### src/rtl/xlat_pkg.sv
`timescale 1ns/1ps
package xlat_pkg;
   typedef enum logic {
      ST_LOOK = 1'b0,
      ST_WALK = 1'b1
   } xlat_st_e;
endpackage

### src/rtl/xlat_match.sv
`timescale 1ns/1ps
// Parallel comparison of one lookup against every stored translation.
module xlat_match #(
   parameter int unsigned N     = 8,
   parameter int unsigned VPN_W = 20,
   parameter int unsigned PID_W = 8,
   parameter int unsigned PFN_W = 20
) (
   input  logic [N-1:0]            valid,
   input  logic [N-1:0][VPN_W-1:0] vpn_arr,
   input  logic [N-1:0][PID_W-1:0] pid_arr,
   input  logic [N-1:0][PFN_W-1:0] pfn_arr,
   input  logic [VPN_W-1:0]        q_vpn,
   input  logic [PID_W-1:0]        q_pid,
   output logic [N-1:0]            hit_vec,
   output logic                    any_hit,
   output logic [PFN_W-1:0]        hit_pfn
);
   for (genvar g = 0; g < N; g++) begin : g_cmp
      assign hit_vec[g] = valid[g] && (vpn_arr[g] == q_vpn) && (pid_arr[g] == q_pid);
   end

   assign any_hit = |hit_vec;

   always_comb begin
      hit_pfn = '0;
      for (int i = 0; i < N; i++) begin
         if (hit_vec[i]) hit_pfn = hit_pfn | pfn_arr[i];
      end
   end
endmodule

### src/rtl/xlat_victim.sv
`timescale 1ns/1ps
// Picks the slot a refill writes: lowest free slot, else round-robin pointer.
module xlat_victim #(
   parameter int unsigned N     = 8,
   parameter int unsigned IDX_W = 3
) (
   input  logic             clk,
   input  logic             rst_n,
   input  logic [N-1:0]     valid,
   input  logic             fill_go,
   output logic [IDX_W-1:0] slot,
   output logic             full
);
   localparam logic [IDX_W-1:0] LAST = IDX_W'(N - 1);

   logic [IDX_W-1:0] rr_q;
   logic [IDX_W-1:0] rr_next;

   assign full = &valid;

   always_comb begin
      slot = rr_q;
      for (int i = N - 1; i >= 0; i--) begin
         if (!valid[i]) slot = IDX_W'(i);
      end
   end

   if ((N & (N - 1)) == 0) begin : g_pow2_wrap
      assign rr_next = rr_q + 1'b1;
   end else begin : g_cmp_wrap
      assign rr_next = (rr_q == LAST) ? '0 : rr_q + 1'b1;
   end

   always_ff @(posedge clk) begin
      if (!rst_n)              rr_q <= '0;
      else if (fill_go && full) rr_q <= rr_next;
   end
endmodule

### src/rtl/xlat_cache.sv
`timescale 1ns/1ps
// Process-tagged, fully associative translation cache with walker hand-off.
module xlat_cache #(
   parameter int unsigned ENTRIES = 8,
   parameter int unsigned VPN_W   = 20,
   parameter int unsigned PFN_W   = 20,
   parameter int unsigned PID_W   = 8
) (
   input  logic             clk,
   input  logic             rst_n,
   input  logic             lk_valid,
   input  logic [VPN_W-1:0] lk_vpn,
   input  logic [PID_W-1:0] lk_pid,
   output logic             lk_ready,
   output logic             lk_hit,
   output logic [PFN_W-1:0] lk_pfn,
   output logic             lk_fault,
   output logic             walk_req,
   output logic [VPN_W-1:0] walk_vpn,
   output logic [PID_W-1:0] walk_pid,
   input  logic             walk_done,
   input  logic             walk_ok,
   input  logic [PFN_W-1:0] walk_pfn,
   input  logic             flush_all,
   input  logic             flush_one,
   input  logic [PID_W-1:0] flush_pid
);
   import xlat_pkg::*;

   localparam int unsigned IDX_W = (ENTRIES > 1) ? $clog2(ENTRIES) : 1;

   if (ENTRIES < 2 || ENTRIES > 64) begin : g_bad_entries
      $error("xlat_cache: ENTRIES must lie in 2..64");
   end
   if (VPN_W < 1 || PFN_W < 1 || PID_W < 1) begin : g_bad_width
      $error("xlat_cache: field widths must be positive");
   end

   logic [ENTRIES-1:0]            ent_valid;
   logic [ENTRIES-1:0][VPN_W-1:0] ent_vpn;
   logic [ENTRIES-1:0][PID_W-1:0] ent_pid;
   logic [ENTRIES-1:0][PFN_W-1:0] ent_pfn;

   xlat_st_e         st_q;
   logic [VPN_W-1:0] pend_vpn;
   logic [PID_W-1:0] pend_pid;

   logic [ENTRIES-1:0] hit_vec;
   logic               any_hit;
   logic [PFN_W-1:0]   hit_pfn;
   logic [IDX_W-1:0]   fill_slot;
   logic               all_full;
   logic               walk_fin;
   logic               drop_fill;
   logic               do_fill;

   xlat_match #(
      .N(ENTRIES), .VPN_W(VPN_W), .PID_W(PID_W), .PFN_W(PFN_W)
   ) u_match (
      .valid   (ent_valid),
      .vpn_arr (ent_vpn),
      .pid_arr (ent_pid),
      .pfn_arr (ent_pfn),
      .q_vpn   (lk_vpn),
      .q_pid   (lk_pid),
      .hit_vec (hit_vec),
      .any_hit (any_hit),
      .hit_pfn (hit_pfn)
   );

   xlat_victim #(
      .N(ENTRIES), .IDX_W(IDX_W)
   ) u_victim (
      .clk     (clk),
      .rst_n   (rst_n),
      .valid   (ent_valid),
      .fill_go (do_fill),
      .slot    (fill_slot),
      .full    (all_full)
   );

   assign lk_ready  = (st_q == ST_LOOK);
   assign lk_hit    = lk_valid && lk_ready && any_hit;
   assign lk_pfn    = lk_hit ? hit_pfn : '0;
   assign walk_req  = (st_q == ST_WALK);
   assign walk_vpn  = pend_vpn;
   assign walk_pid  = pend_pid;
   assign walk_fin  = walk_req && walk_done;
   assign lk_fault  = walk_fin && !walk_ok;
   assign drop_fill = flush_all || (flush_one && (flush_pid == pend_pid));
   assign do_fill   = walk_fin && walk_ok && !drop_fill;

   always_ff @(posedge clk) begin
      if (!rst_n) begin
         st_q     <= ST_LOOK;
         pend_vpn <= '0;
         pend_pid <= '0;
      end else begin
         unique case (st_q)
            ST_LOOK: if (lk_valid && !any_hit) begin
               st_q     <= ST_WALK;
               pend_vpn <= lk_vpn;
               pend_pid <= lk_pid;
            end
            ST_WALK: if (walk_done) st_q <= ST_LOOK;
            default: st_q <= ST_LOOK;
         endcase
      end
   end

   for (genvar e = 0; e < ENTRIES; e++) begin : g_ent
      always_ff @(posedge clk) begin
         if (!rst_n) begin
            ent_valid[e] <= 1'b0;
            ent_vpn[e]   <= '0;
            ent_pid[e]   <= '0;
            ent_pfn[e]   <= '0;
         end else if (do_fill && (fill_slot == IDX_W'(e))) begin
            ent_valid[e] <= 1'b1;
            ent_vpn[e]   <= pend_vpn;
            ent_pid[e]   <= pend_pid;
            ent_pfn[e]   <= walk_pfn;
         end else if (flush_all || (flush_one && (ent_pid[e] == flush_pid))) begin
            ent_valid[e] <= 1'b0;
         end
      end
   end
endmodule

### config.mk
export PLATFORM = sky130hd
export DESIGN_NAME = xlat_cache
export DESIGN_NICKNAME = d
export VERILOG_FILES = /design/src/rtl/xlat_pkg.sv /design/src/rtl/xlat_match.sv /design/src/rtl/xlat_victim.sv /design/src/rtl/xlat_cache.sv
export SDC_FILE = /design/constraint.sdc
export NUM_CORES = 1
export LEC_CHECK = 0
export BUFFER_PORTS_ARGS = -buffer_cell sky130_fd_sc_hd__buf_4
export CAP_MARGIN = 10
export CORE_MARGIN = 1
export CORE_UTILIZATION = 30
export DETAILED_ROUTE_END_ITERATION = 10
export GPL_TIMING_DRIVEN = 0
export PLACE_DENSITY = 0.45
export SETUP_SLACK_MARGIN = 0.4
export SLEW_MARGIN = 10
export SYNTH_ARGS = -nofsm -noshare
export SYNTH_HDL_FRONTEND = slang
export SYNTH_SLANG_ARGS = --single-unit
### constraint.sdc
create_clock -name clk -period 6.8 [get_ports clk]
set_clock_uncertainty 0.2 [all_clocks]
set_input_delay 0.34 -clock clk [delete_from_list [all_inputs] [get_ports clk]]
set_output_delay 0.34 -clock clk [all_outputs]
set_load 0.03 [all_outputs]
# Yosys cells after proc, flatten, opt, wreduce, memory -nomap -nowiden
# Cells that the tools add are included.
dict set report classes {
  n_addsub 1
  n_eq_ne 32
  mux 36
  bitwise 8
  n_reduce_logical 65
}
# cell count
set op_table {}
lappend op_table {{$mux 20} 9}
lappend op_table {{$eq 20x20->1} 8}
lappend op_table {{$or 20x20->20} 7}
lappend op_table {{$eq 8x8->1} 17}
lappend op_table {{$logic_and 1x1->1} 41}
lappend op_table {{$mux 3} 8}
lappend op_table {{$mux 1} 18}
lappend op_table {{$reduce_bool 2->1} 8}
lappend op_table {{$eq 3x3->1 const B} 4}
lappend op_table {{$logic_or 1x1->1} 9}
lappend op_table {{$reduce_and 8->1} 1}
lappend op_table {{$reduce_or 8->1} 1}
lappend op_table {{$eq 3x2->1 const B} 2}
lappend op_table {{$add 3x1->3 const B} 1}
lappend op_table {{$eq 3x1->1 const B} 1}
lappend op_table {{$logic_not 1->1} 3}
lappend op_table {{$logic_not 3->1} 1}
lappend op_table {{$pmux 1 s2} 1}
lappend op_table {{$reduce_and 2->1} 1}
lappend op_table {{$not 1->1} 1}
dict set report word_totals {
  output_inout_bits 52
  in_bits 63
  elab_cells 178
  reg_bits 424
}

# Longest topological paths before layout
# Gate-level depths: netlist (run 1).
dict set report depth {
  word_depth 19
  depth_mapped 11
  ltp_nobuf 7
}

# By module
# From an unflattened synthesis (run 1), not the netlist that was laid out.
dict set report hier_totals {
  hier_cells 2155
  area_unflattened_um2 20191.9
}
# module area_each_um2 seq_area_each_um2 n_inst cells_each
set by_module_without_submodules {}
lappend by_module_without_submodules {xlat_cache 16101.7 8428.1 1 1598}
lappend by_module_without_submodules {xlat_match 3860.0 0.0 1 526}
lappend by_module_without_submodules {xlat_victim 230.2 60.1 1 31}

# Least setup slack after synthesis (run 1)
# No wires, ideal clock.
dict set report synth_path {
  path_type {input-to-output}
  start {in lk_vpn[4]}
  end {out lk_pfn[10]}
  stages 9
  n_path_buf 3
  t_required_ns 6.260
  path_slack_ns 3.735
  arrival_time_ns 2.525
  cell_sequence {buf_4 xor2_1 nor4_1 nand3_1 nor4_2 buf_2 clkbuf_1 a221oi_1 a31oi_1}
}
dict set report synth_via {
  elab_chain_len 19
  elab_cells_between_ends 42
  classes_between {eq/ne: 8; mux: 9; bitwise: 7; reduce/logical: 18}
}
# element line_no
set synth_lines {}
lappend synth_lines {{start, declared} xlat_cache.sv:12} ;# input logic [VPN_W-1:0] lk_vpn,
lappend synth_lines {{$eq 20x20->1} xlat_match.sv:20} ;# assign hit_vec[g] = valid[g] && (vpn_arr[g] == q_vpn) && (pid_arr[g] == q_pid);
lappend synth_lines {{$logic_and 1x1->1 (2 in a row)} xlat_match.sv:20}
lappend synth_lines {{$mux 20} xlat_match.sv:28} ;# if (hit_vec[i]) hit_pfn = hit_pfn | pfn_arr[i];
lappend synth_lines {{$or 20x20->20} xlat_match.sv:28}
lappend synth_lines {{$mux 20} xlat_match.sv:28}
lappend synth_lines {{$or 20x20->20} xlat_match.sv:28}
lappend synth_lines {{$mux 20} xlat_match.sv:28}
lappend synth_lines {{$or 20x20->20} xlat_match.sv:28}
lappend synth_lines {{[2 not listed]} n/a}
lappend synth_lines {{$mux 20} xlat_match.sv:28}
lappend synth_lines {{$or 20x20->20} xlat_match.sv:28}
lappend synth_lines {{$mux 20} xlat_match.sv:28}
lappend synth_lines {{$or 20x20->20} xlat_match.sv:28}
lappend synth_lines {{$mux 20} xlat_match.sv:28}
lappend synth_lines {{$or 20x20->20} xlat_match.sv:28}
lappend synth_lines {{$mux 20} xlat_match.sv:28}
lappend synth_lines {{$mux 20 (*)} xlat_cache.sv:84} ;# assign lk_pfn = lk_hit ? hit_pfn : '0;
lappend synth_lines {{end, declared} xlat_cache.sv:16} ;# output logic [PFN_W-1:0] lk_pfn,
# Mark *: on every way between the ends. The rest lies on a longest branch, timed or not.

# Final worst setup path (run 1)
dict set report layout_path {
  start {in lk_vpn[17]}
  end {out lk_pfn[11]}
}
# The elaborated chain is that of the path after synthesis.

==> results of run 1 <==
==> area by class of cell <==
cell class	count	area (µm²)	share of cell area, %
Timing Repair Buffer	106	921	3.81
Sequential cell	424	8490	35.1
Tap cell	873	1090	4.52
Antenna cell	2	5.00	0.0207
Clock buffer	82	1510	6.25
Clock inverter	11	124	0.512
Buffer	220	1050	4.34
Multi-Input combinational cell	1606	11000	45.3
Inverter	10	37.5	0.155
==> stage by stage <==
step                      std cells  hold slack [ns]
after floorplan                2260            0.243
after global placement         3189            0.250
after detailed placement       3189            0.258
after CTS                      3332           0.0534
after global routing           3332           0.0844
final                          3334           0.0720
==> cell usage after synthesis, types with 2 or more instances <==
| cell type | instances | area (µm²) |
|---|---|---|
| mux2i_1 | 221 | 2210 |
| xor2_1 | 174 | 1520 |
| nor4_2 | 2 | 25.0 |
| nand3_1 | 13 | 65.1 |
| and2_1 | 2 | 12.5 |
| a31oi_1 | 20 | 125 |
| a221oi_1 | 20 | 175 |
| nand2_1 | 460 | 1730 |
| a21boi_0 | 197 | 1480 |
| o21ai_1 | 2 | 10.0 |
| buf_2 | 50 | 250 |
| dfxtp_1 | 424 | 8490 |
| buf_4 | 37 | 278 |
| nand3b_1 | 4 | 30.0 |
| or3_1 | 3 | 18.8 |
| a22oi_1 | 8 | 60.1 |
| o21a_1 | 3 | 22.5 |
| clkbuf_1 | 123 | 462 |
| buf_1 | 7 | 26.3 |
| a22o_1 | 20 | 175 |
| a21boi_1 | 2 | 15.0 |
| nor2b_1 | 195 | 1220 |
| inv_1 | 9 | 33.8 |
| nand2b_1 | 2 | 12.5 |
| and3_1 | 4 | 25.0 |
| o211ai_1 | 2 | 15.0 |
| buf_6 | 3 | 33.8 |
| nand4_1 | 39 | 244 |
| nor3_1 | 12 | 60.1 |
| a311oi_1 | 2 | 17.5 |
| a222oi_1 | 17 | 170 |
| nor2_1 | 4 | 15.0 |
| a311o_1 | 2 | 20.0 |
| nor4_1 | 44 | 275 |
| xnor2_1 | 121 | 1060 |
==> report_power, final <==
group	switching [µW]	internal, µW
Sequential	8.09	2500
Clock	1150	1560
Combinational	322	165
Total	1480	4220
==> sequential cells by signal (all words and copies together), names as in the netlist <==
name,cells
walk_req,1
ent_vpn,160
ent_pid,64
walk_vpn,20
ent_valid,8
u_victim.rr_q,3
ent_pfn,160
walk_pid,8
==> critical path, delay by kind of cell <==
family	cells	cell delay, ns
buffers and inverters	4	2.06
AND/OR/NAND/NOR	3	2.01
AO/OA/AOI/OAI	3	0.76
XOR/XNOR	1	0.17
==> worst paths after layout <==
check                                          startpoint                   endpoint  slack [ns]  cells after the start
worst max-delay path                           lk_vpn[17]                 lk_pfn[11]        0.91                     11
worst min-delay path                                rst_n   ent_pfn[23]$_SDFFE_PN0P_        0.07                      2
worst max register to register   ent_vpn[99]$_SDFFE_PN0P_        walk_req$_SDFF_PN0_        3.02                      9
worst min register to register  ent_pfn[132]$_SDFFE_PN0P_  ent_pfn[132]$_SDFFE_PN0P_        0.26                      2
==> cells by family (layout without fill, tap and decap cells) <==
kind of cell    after synthesis  after routing  share of synthesized area (%)
simple gates                788            788                           18.4
flops                       424            424                           41.3
compound gates              301            301                           11.5
xor+xnor                    295            295                           12.6
buf+inv                     230            429                           5.30
mux                         221            221                           10.8
fa+ha+maj                     1              1                         0.0609
other cells                   0              2                              0
==> per-layer routing <==
metal | GRT usage [%] | up-vias | wire length, µm
met5 | 0 | - | 0
met4 | 7.68 | 0 | 2650
met3 | 2.76 | 112 | 4530
met2 | 38.9 | 555 | 38600
met1 | 33.1 | 8277 | 38800
li1 | - | 7878 | -
==> results.sh, run 1 <==
export IMPL_worst_slack_ns=0.909
export IMPL_final_common_cell="nand2_1"
export IMPL_grt_pass1_wl_um=121000
export IMPL_cp_start_kind="input port"
export IMPL_synth_enable_flop_cells=0
export IMPL_finalCritPeriodShare_pct=86.6
export IMPL_ant_nets=0
export IMPL_postCtsHoldBufs=50
export IMPL_coreArea_mm2=0.0674
export IMPL_cts_max_path_buffers=3
export IMPL_place_ws_ns=1.54
export IMPL_htreeDepth=2
export IMPL_placed_area_mm2=0.0221
export IMPL_vias=16800
export IMPL_syn_avg_cell_area_um2=9.09
export IMPL_vias_per_cell=5.05
export IMPL_grt_max_degree=15
export IMPL_arrival_ns=5.35
export IMPL_ir_worst_vdd_mv=0.174
export IMPL_fin_crit_ns=5.89
export IMPL_post_cts_resized=0
export IMPL_antenna_found_initial=0
export IMPL_crit_type="input port to primary output"
export IMPL_tightestPinTransition_ns=1.37
export IMPL_hold_viol=0
export IMPL_synth_cell_types=47
export IMPL_ys_flop_type="dfxtp_1"
export IMPL_max_freq_ghz=0.170
export IMPL_drive_above_1_share_pct=9.35
export IMPL_ys_seq_elements=424
export IMPL_numPortBuffers=56
export IMPL_relSlewSlack_pct=8.38
export IMPL_worst_skew_pair_late_latency_ns=0.63
export IMPL_slew_viol_final=0
export IMPL_synthCells=2260
export IMPL_required_ns=6.26
export IMPL_setup_tns_ns=0
export IMPL_setup_viol=0
export IMPL_start_util_pct=30.5
export IMPL_layout_common_cells="460 x nand2_1, 424 x dfxtp_1, 221 x mux2i_1, 197 x a21boi_0, 195 x nor2b_1"
export IMPL_dieWidth_um=264
export IMPL_cts_buffers=50
export IMPL_design_area_mm2=0.0242
export IMPL_hp_class="input port to register"
export IMPL_crit_path_top_delay_cell="clkbuf_1"
export IMPL_synth_cell_area_mm2=0.0205
export IMPL_gr_usage_all_layers_pct=24.0
export IMPL_power_leakage_uw=0.00882
export IMPL_firstDrtPassIters=7
export IMPL_route_detailed_drc=0
export IMPL_avgRoutedWirePerCell_um=25.4
export IMPL_synth_nets=2324
export IMPL_maxCapViolCount=0
export IMPL_path_cells="dlygate4sd3_1, buf_4, xor2_1, nor4_1, nand4_1, nor4_1, clkbuf_1, a22o_1, a221oi_1, a31oi_1, buf_4"
export IMPL_grt_pass1_vias=16300
export IMPL_final_util_pct=35.9
export IMPL_cts_sinks=424
export IMPL_die_area_mm2=0.0695
export IMPL_rows=95
export IMPL_rsz0062_at_grt="no"
export IMPL_crit_path_end_kind="primary output"
export IMPL_final_fill_count=6840
export IMPL_status="finished clean"
export IMPL_ys_seq_area_share_pct=41.3
export IMPL_dp_hpwl_um=59900
export IMPL_drt_iter0_drc=1365
export IMPL_ys_warn_count=0
export IMPL_post_cts_buffers=0
export IMPL_die_h_um=264
export IMPL_finalPower_uw=5700
export IMPL_max_stage_delay_ns=1.06
export IMPL_power_density_mw_per_mm2=236
export IMPL_io_pins=115
export IMPL_clk_pin_slew_worst_paths_ns=0.06
export IMPL_async_reset_ff_share_pct=0
export IMPL_place_gp_congestion=0.959
export IMPL_final_nets=2482
export IMPL_worst_path_max_fanout=10
export IMPL_grt_ovfl_total=0
export IMPL_drt_wl_total_um=84600
export IMPL_cts_tree="built"
export IMPL_syn_to_final_growth_pct=17.8
export IMPL_root_buffer="clkbuf_16"
Power figures use the tool's default switching activity.
==> run 2: changes to the inputs <==
- GPL_ROUTABILITY_DRIVEN: default -> 0
- GPL_TIMING_DRIVEN: 0 -> default
==> results.sh, run 2 (synthesis gave the netlist of run 1 again) <==
export IMPL_cts_tree="built"
export IMPL_dieWidth_um=264
export IMPL_antenna_found_initial=1
export IMPL_grt_max_degree=265
export IMPL_grt_pass1_vias=15900
export IMPL_relSlewSlack_pct=16.6
export IMPL_numPortBuffers=114
export IMPL_die_area_mm2=0.0695
export IMPL_layout_common_cells="460 x nand2_1, 424 x dfxtp_1, 221 x mux2i_1, 197 x a21boi_0, 195 x nor2b_1"
export IMPL_die_h_um=264
export IMPL_slew_viol_final=0
export IMPL_maxCapViolCount=0
export IMPL_required_ns=6.26
export IMPL_setup_tns_ns=0
export IMPL_top_regs="ent_pfn: 160 flops, ent_vpn: 160 flops, ent_pid: 64 flops"
export IMPL_crit_type="input port to primary output"
export IMPL_hold_viol=0
export IMPL_n_antenna_cell=0
export IMPL_final_common_cell="nand2_1"
export IMPL_io_pins=115
export IMPL_clk_pin_slew_worst_paths_ns=0.06
export IMPL_grt_pass1_wl_um=109000
export IMPL_arrival_ns=4.14
export IMPL_drive_above_1_share_pct=10.3
export IMPL_rows=95
export IMPL_final_nets=2353
export IMPL_start_util_pct=30.5
export IMPL_status="finished clean"
export IMPL_vias=16000
export IMPL_coreArea_mm2=0.0674
export IMPL_grt_ovfl_total=0
export IMPL_root_buffer="clkbuf_16"
export IMPL_finalPower_uw=5740
export IMPL_syn_to_final_growth_pct=16.9
export IMPL_worst_skew_pair_late_latency_ns=0.62
export IMPL_crit_path_top_delay_cell="nor4_1"
export IMPL_finalCritPeriodShare_pct=68.9
export IMPL_cts_sinks=424
export IMPL_tightestPinTransition_ns=1.25
export IMPL_avgRoutedWirePerCell_um=23.1
export IMPL_vias_per_cell=5.01
export IMPL_crit_path_frequent_cell="buf_4"
export IMPL_worst_path_max_fanout=21
export IMPL_dp_hpwl_um=47500
export IMPL_setup_viol=0
export IMPL_placed_cells=3057
export IMPL_drt_wl_total_um=73700
export IMPL_rsz0062_at_grt="no"
export IMPL_crit_path_end_kind="primary output"
export IMPL_route_detailed_drc=0
export IMPL_max_freq_ghz=0.214
export IMPL_htreeDepth=2
export IMPL_power_leakage_uw=0.00876
export IMPL_post_cts_resized=0
export IMPL_fin_crit_ns=4.68
export IMPL_fin_cells=3198
export IMPL_firstDrtPassIters=6
export IMPL_cts_max_path_buffers=3
export IMPL_cts_buffers=51
export IMPL_ir_worst_vdd_mv=0.203
export IMPL_gr_usage_all_layers_pct=21.0
export IMPL_max_stage_delay_ns=0.87
export IMPL_hp_class="input port to register"
export IMPL_path_cells="dlygate4sd3_1, buf_4, xor2_1, nor4_1, nand4_1, nor4_2, buf_4, or3_1, o311ai_4, buf_4, a31oi_1, buf_4"
export IMPL_ant_nets=0
export IMPL_cp_start_kind="input port"
export IMPL_drt_iter0_drc=1321
export IMPL_power_density_mw_per_mm2=239
==> run 2: area by class of cell <==
type / instances / area, µm²
fillers: 6815 / 43400
multi-input cells: 1606 / 11100
flip-flops and latches: 424 / 8490
repair buffers: 196 / 1620
clock buffers: 78 / 1500
well taps: 873 / 1090
clock inverters: 11 / 194
inverters: 10 / 37.5
==> run 2: per-stage QoR <==
step / util, % / setup slack [ns] / hold slack, ns / cell area (µm²)
3_5_place_dp: 32.3 / 2.71 / 0.261 / 21800
6_report: 35.6 / 2.12 / 0.116 / 24000
3_3_place_gp: 32.3 / 2.67 / 0.252 / 21800
4_1_cts: 35.6 / 2.15 / 0.138 / 24000
5_1_grt: 35.6 / 1.96 / 0.161 / 24000
2_1_floorplan: - / 3.74 / 0.243 / 20500
==> run 2: power breakdown <==
group	total, µW	internal (µW)	switching (µW)
registers	2540	2500	44.0
clock network	2790	1660	1120
logic	405	164	241
==> run 2: final timing paths <==
path / startpoint / cells past startpoint / end / slack [ns]
worst min register to register: ent_pfn[142]$_SDFFE_PN0P_ / 2 / ent_pfn[142]$_SDFFE_PN0P_ / 0.27
worst max-delay path: lk_vpn[9] / 12 / lk_pfn[7] / 2.12
worst min-delay path: rst_n / 2 / ent_pfn[45]$_SDFFE_PN0P_ / 0.12
worst max register to register: ent_pid[37]$_SDFFE_PN0P_ / 9 / walk_req$_SDFF_PN0_ / 3.24
==> run 2: per-layer routing <==
layer  up-vias  track usage [%]  part of all wire, %  wire (µm)
li1       7602                -                    -          -
met2       408             33.8                   46      33800
met5         -                0                0.018         13
met3        89             2.81                  4.8       3510
met4         2             6.69                  2.8       2050
met1      7916             28.9                   47      34400
==> run 2: repair_timing <==
item	4_1_cts	5_1_grt
endpoints found under the setup margin	0	0
hold endpoints to repair	197	0
hold buffers	52	0
setup buffers	0	0
==> run 2: worst max-delay path, delay by kind of cell <==
family	cells	cell delay, ns
buf+inv	5	1.67
simple gates	4	1.55
compound gates	2	0.37
xor+xnor	1	0.20
==> run 3: changes to the inputs <==
- clock period: 6.8 -> 4.9 ns (I/O delays scaled with it)
==> results.sh, run 3 (synthesis gave the netlist of run 1 again) <==
export IMPL_status="finished clean"
export IMPL_worst_skew_pair_late_latency_ns=0.62
export IMPL_hold_end="ent_valid[1]$_SDFFE_PN0P_"
export IMPL_relSlewSlack_pct=31.5
export IMPL_final_util_pct=35.8
export IMPL_firstDrtPassIters=5
export IMPL_io_pins=115
export IMPL_grt_pass1_vias=15800
export IMPL_crit_path_end_kind="primary output"
export IMPL_hold_depth=5
export IMPL_top_regs="ent_pfn: 160 flops, ent_vpn: 160 flops, ent_pid: 64 flops"
export IMPL_n_antenna_cell=0
export IMPL_hp_class="input port to register"
export IMPL_slew_viol_final=0
export IMPL_required_ns=4.45
export IMPL_grt_pass1_wl_um=109000
export IMPL_tightestPinTransition_ns=1.03
export IMPL_dp_hpwl_um=48700
export IMPL_cts_max_path_buffers=3
export IMPL_die_h_um=264
export IMPL_vias=16000
export IMPL_route_detailed_drc=0
export IMPL_dieWidth_um=264
export IMPL_die_area_mm2=0.0695
export IMPL_antenna_found_initial=0
export IMPL_cp_start_kind="input port"
export IMPL_arrival_ns=3.89
export IMPL_max_freq_ghz=0.230
export IMPL_crit_type="input port to primary output"
export IMPL_vias_per_cell=4.99
export IMPL_cts_buffers=50
export IMPL_drt_iter0_drc=1097
export IMPL_numPortBuffers=114
export IMPL_final_common_cell="nand2_1"
export IMPL_final_nets=2366
export IMPL_r2r_start="walk_req$_SDFF_PN0_"
export IMPL_power_density_mw_per_mm2=327
export IMPL_fin_crit_ns=4.34
export IMPL_start_util_pct=30.5
export IMPL_r2r_slack_ns=1.35
export IMPL_htreeDepth=2
export IMPL_maxCapViolCount=0
export IMPL_grt_ovfl_total=0
export IMPL_ir_worst_vdd_mv=0.254
export IMPL_power_leakage_uw=0.00882
export IMPL_rr_worst_depth=8
export IMPL_rr_endpoint="ent_pfn[121]$_SDFFE_PN0P_"
export IMPL_startpoint="lk_pid[0]"
export IMPL_coreArea_mm2=0.0674
export IMPL_rows=95
export IMPL_grt_max_degree=147
export IMPL_finalCritPeriodShare_pct=88.5
export IMPL_rsz0062_at_grt="no"
export IMPL_root_buffer="clkbuf_16"
export IMPL_worst_path_max_fanout=21
export IMPL_drive_above_1_share_pct=10.7
export IMPL_cts_tree="built"
export IMPL_min_from="flush_pid[2]"
export IMPL_gr_usage_all_layers_pct=21.1
export IMPL_ant_nets=0
export IMPL_post_cts_buffers=0
export IMPL_cts_sinks=424
export IMPL_clk_pin_slew_worst_paths_ns=0.06
export IMPL_avgRoutedWirePerCell_um=23.2
export IMPL_syn_to_final_growth_pct=17.4
export IMPL_layout_common_cells="460 x nand2_1, 424 x dfxtp_1, 221 x mux2i_1, 197 x a21boi_0, 195 x nor2b_1"
export IMPL_hold_viol=0
export IMPL_drt_wl_total_um=74400
export IMPL_setup_viol=0
export IMPL_setup_tns_ns=0
[run 3: cell types whose count changed in the layout (fill, tap and decap cells not counted), moves of 2 or more]
cell	before	now
buf_4	142	152
clkbuf_16	52	50
dlygate4sd3_1	52	54
bufinv_16	4	2
clkbuf_8	10	14
buf_12	1	3
clkbuf_1	16	18
inv_16	0	2
[run 3: what timing repair did]
action	in CTS	in global routing
hold buffers	54	0
resized for setup	0	1
setup endpoints to repair	0	1
endpoints found under the hold margin	198	0
[run 3: stage by stage]
stage	cell area, µm²	cells	setup slack, ns	total power [µW]	hold slack, ns
2_1_floorplan	20500	2260	2.03	3930	0.230
3_3_place_gp	21900	3069	0.997	4140	0.250
3_5_place_dp	21900	3069	1.06	4140	0.259
4_1_cts	24100	3213	0.473	7950	0.0329
5_1_grt	24100	3213	0.533	8130	0.0716
6_report	24100	3213	0.562	7870	0.0554
[run 3: power breakdown]
group / internal (µW) / switching, µW
combinational: 230 / 346
clock: 2220 / 1550
sequential: 3470 / 55.7
[run 3: final cells by class]
cell class	instances	area, µm²
sequential	424	8490
fill	6787	43300
timing repair buffer	210	1760
multi-input combinational	1606	11100
inverter	10	37.5
tap	873	1090
clock buffer	82	1510
clock inverter	8	145
[run 3: worst max path at each step]
stage                     depth (start not counted)         end  slack [ns]
after floorplan                                   9  lk_pfn[10]        2.03
after global placement                           10  lk_pfn[10]         1.0
after detailed placement                         10  lk_pfn[10]        1.06
after CTS                                        11  lk_pfn[14]        0.47
after global routing                             12  lk_pfn[10]        0.53
final                                            12  lk_pfn[10]        0.56
[run 3: metal layers]
metal,up-vias,wire (µm),global-route usage [%]
met5,-,0,0
met4,0,2240,7.08
met3,113,4020,3.68
met2,359,34500,34.4
met1,7953,33700,28.1
li1,7618,-,-
[run 3: worst max-delay path: stages]
cell           delay, ns
dlygate4sd3_1       0.54
buf_4               0.20
xnor2_1             0.55
nand4_1             0.16
nor4_1              0.41
and3_1              0.23
buf_4               0.36
or3_1               0.29
o311ai_4            0.10
buf_4               0.28
a31oi_1             0.28
buf_4               0.21
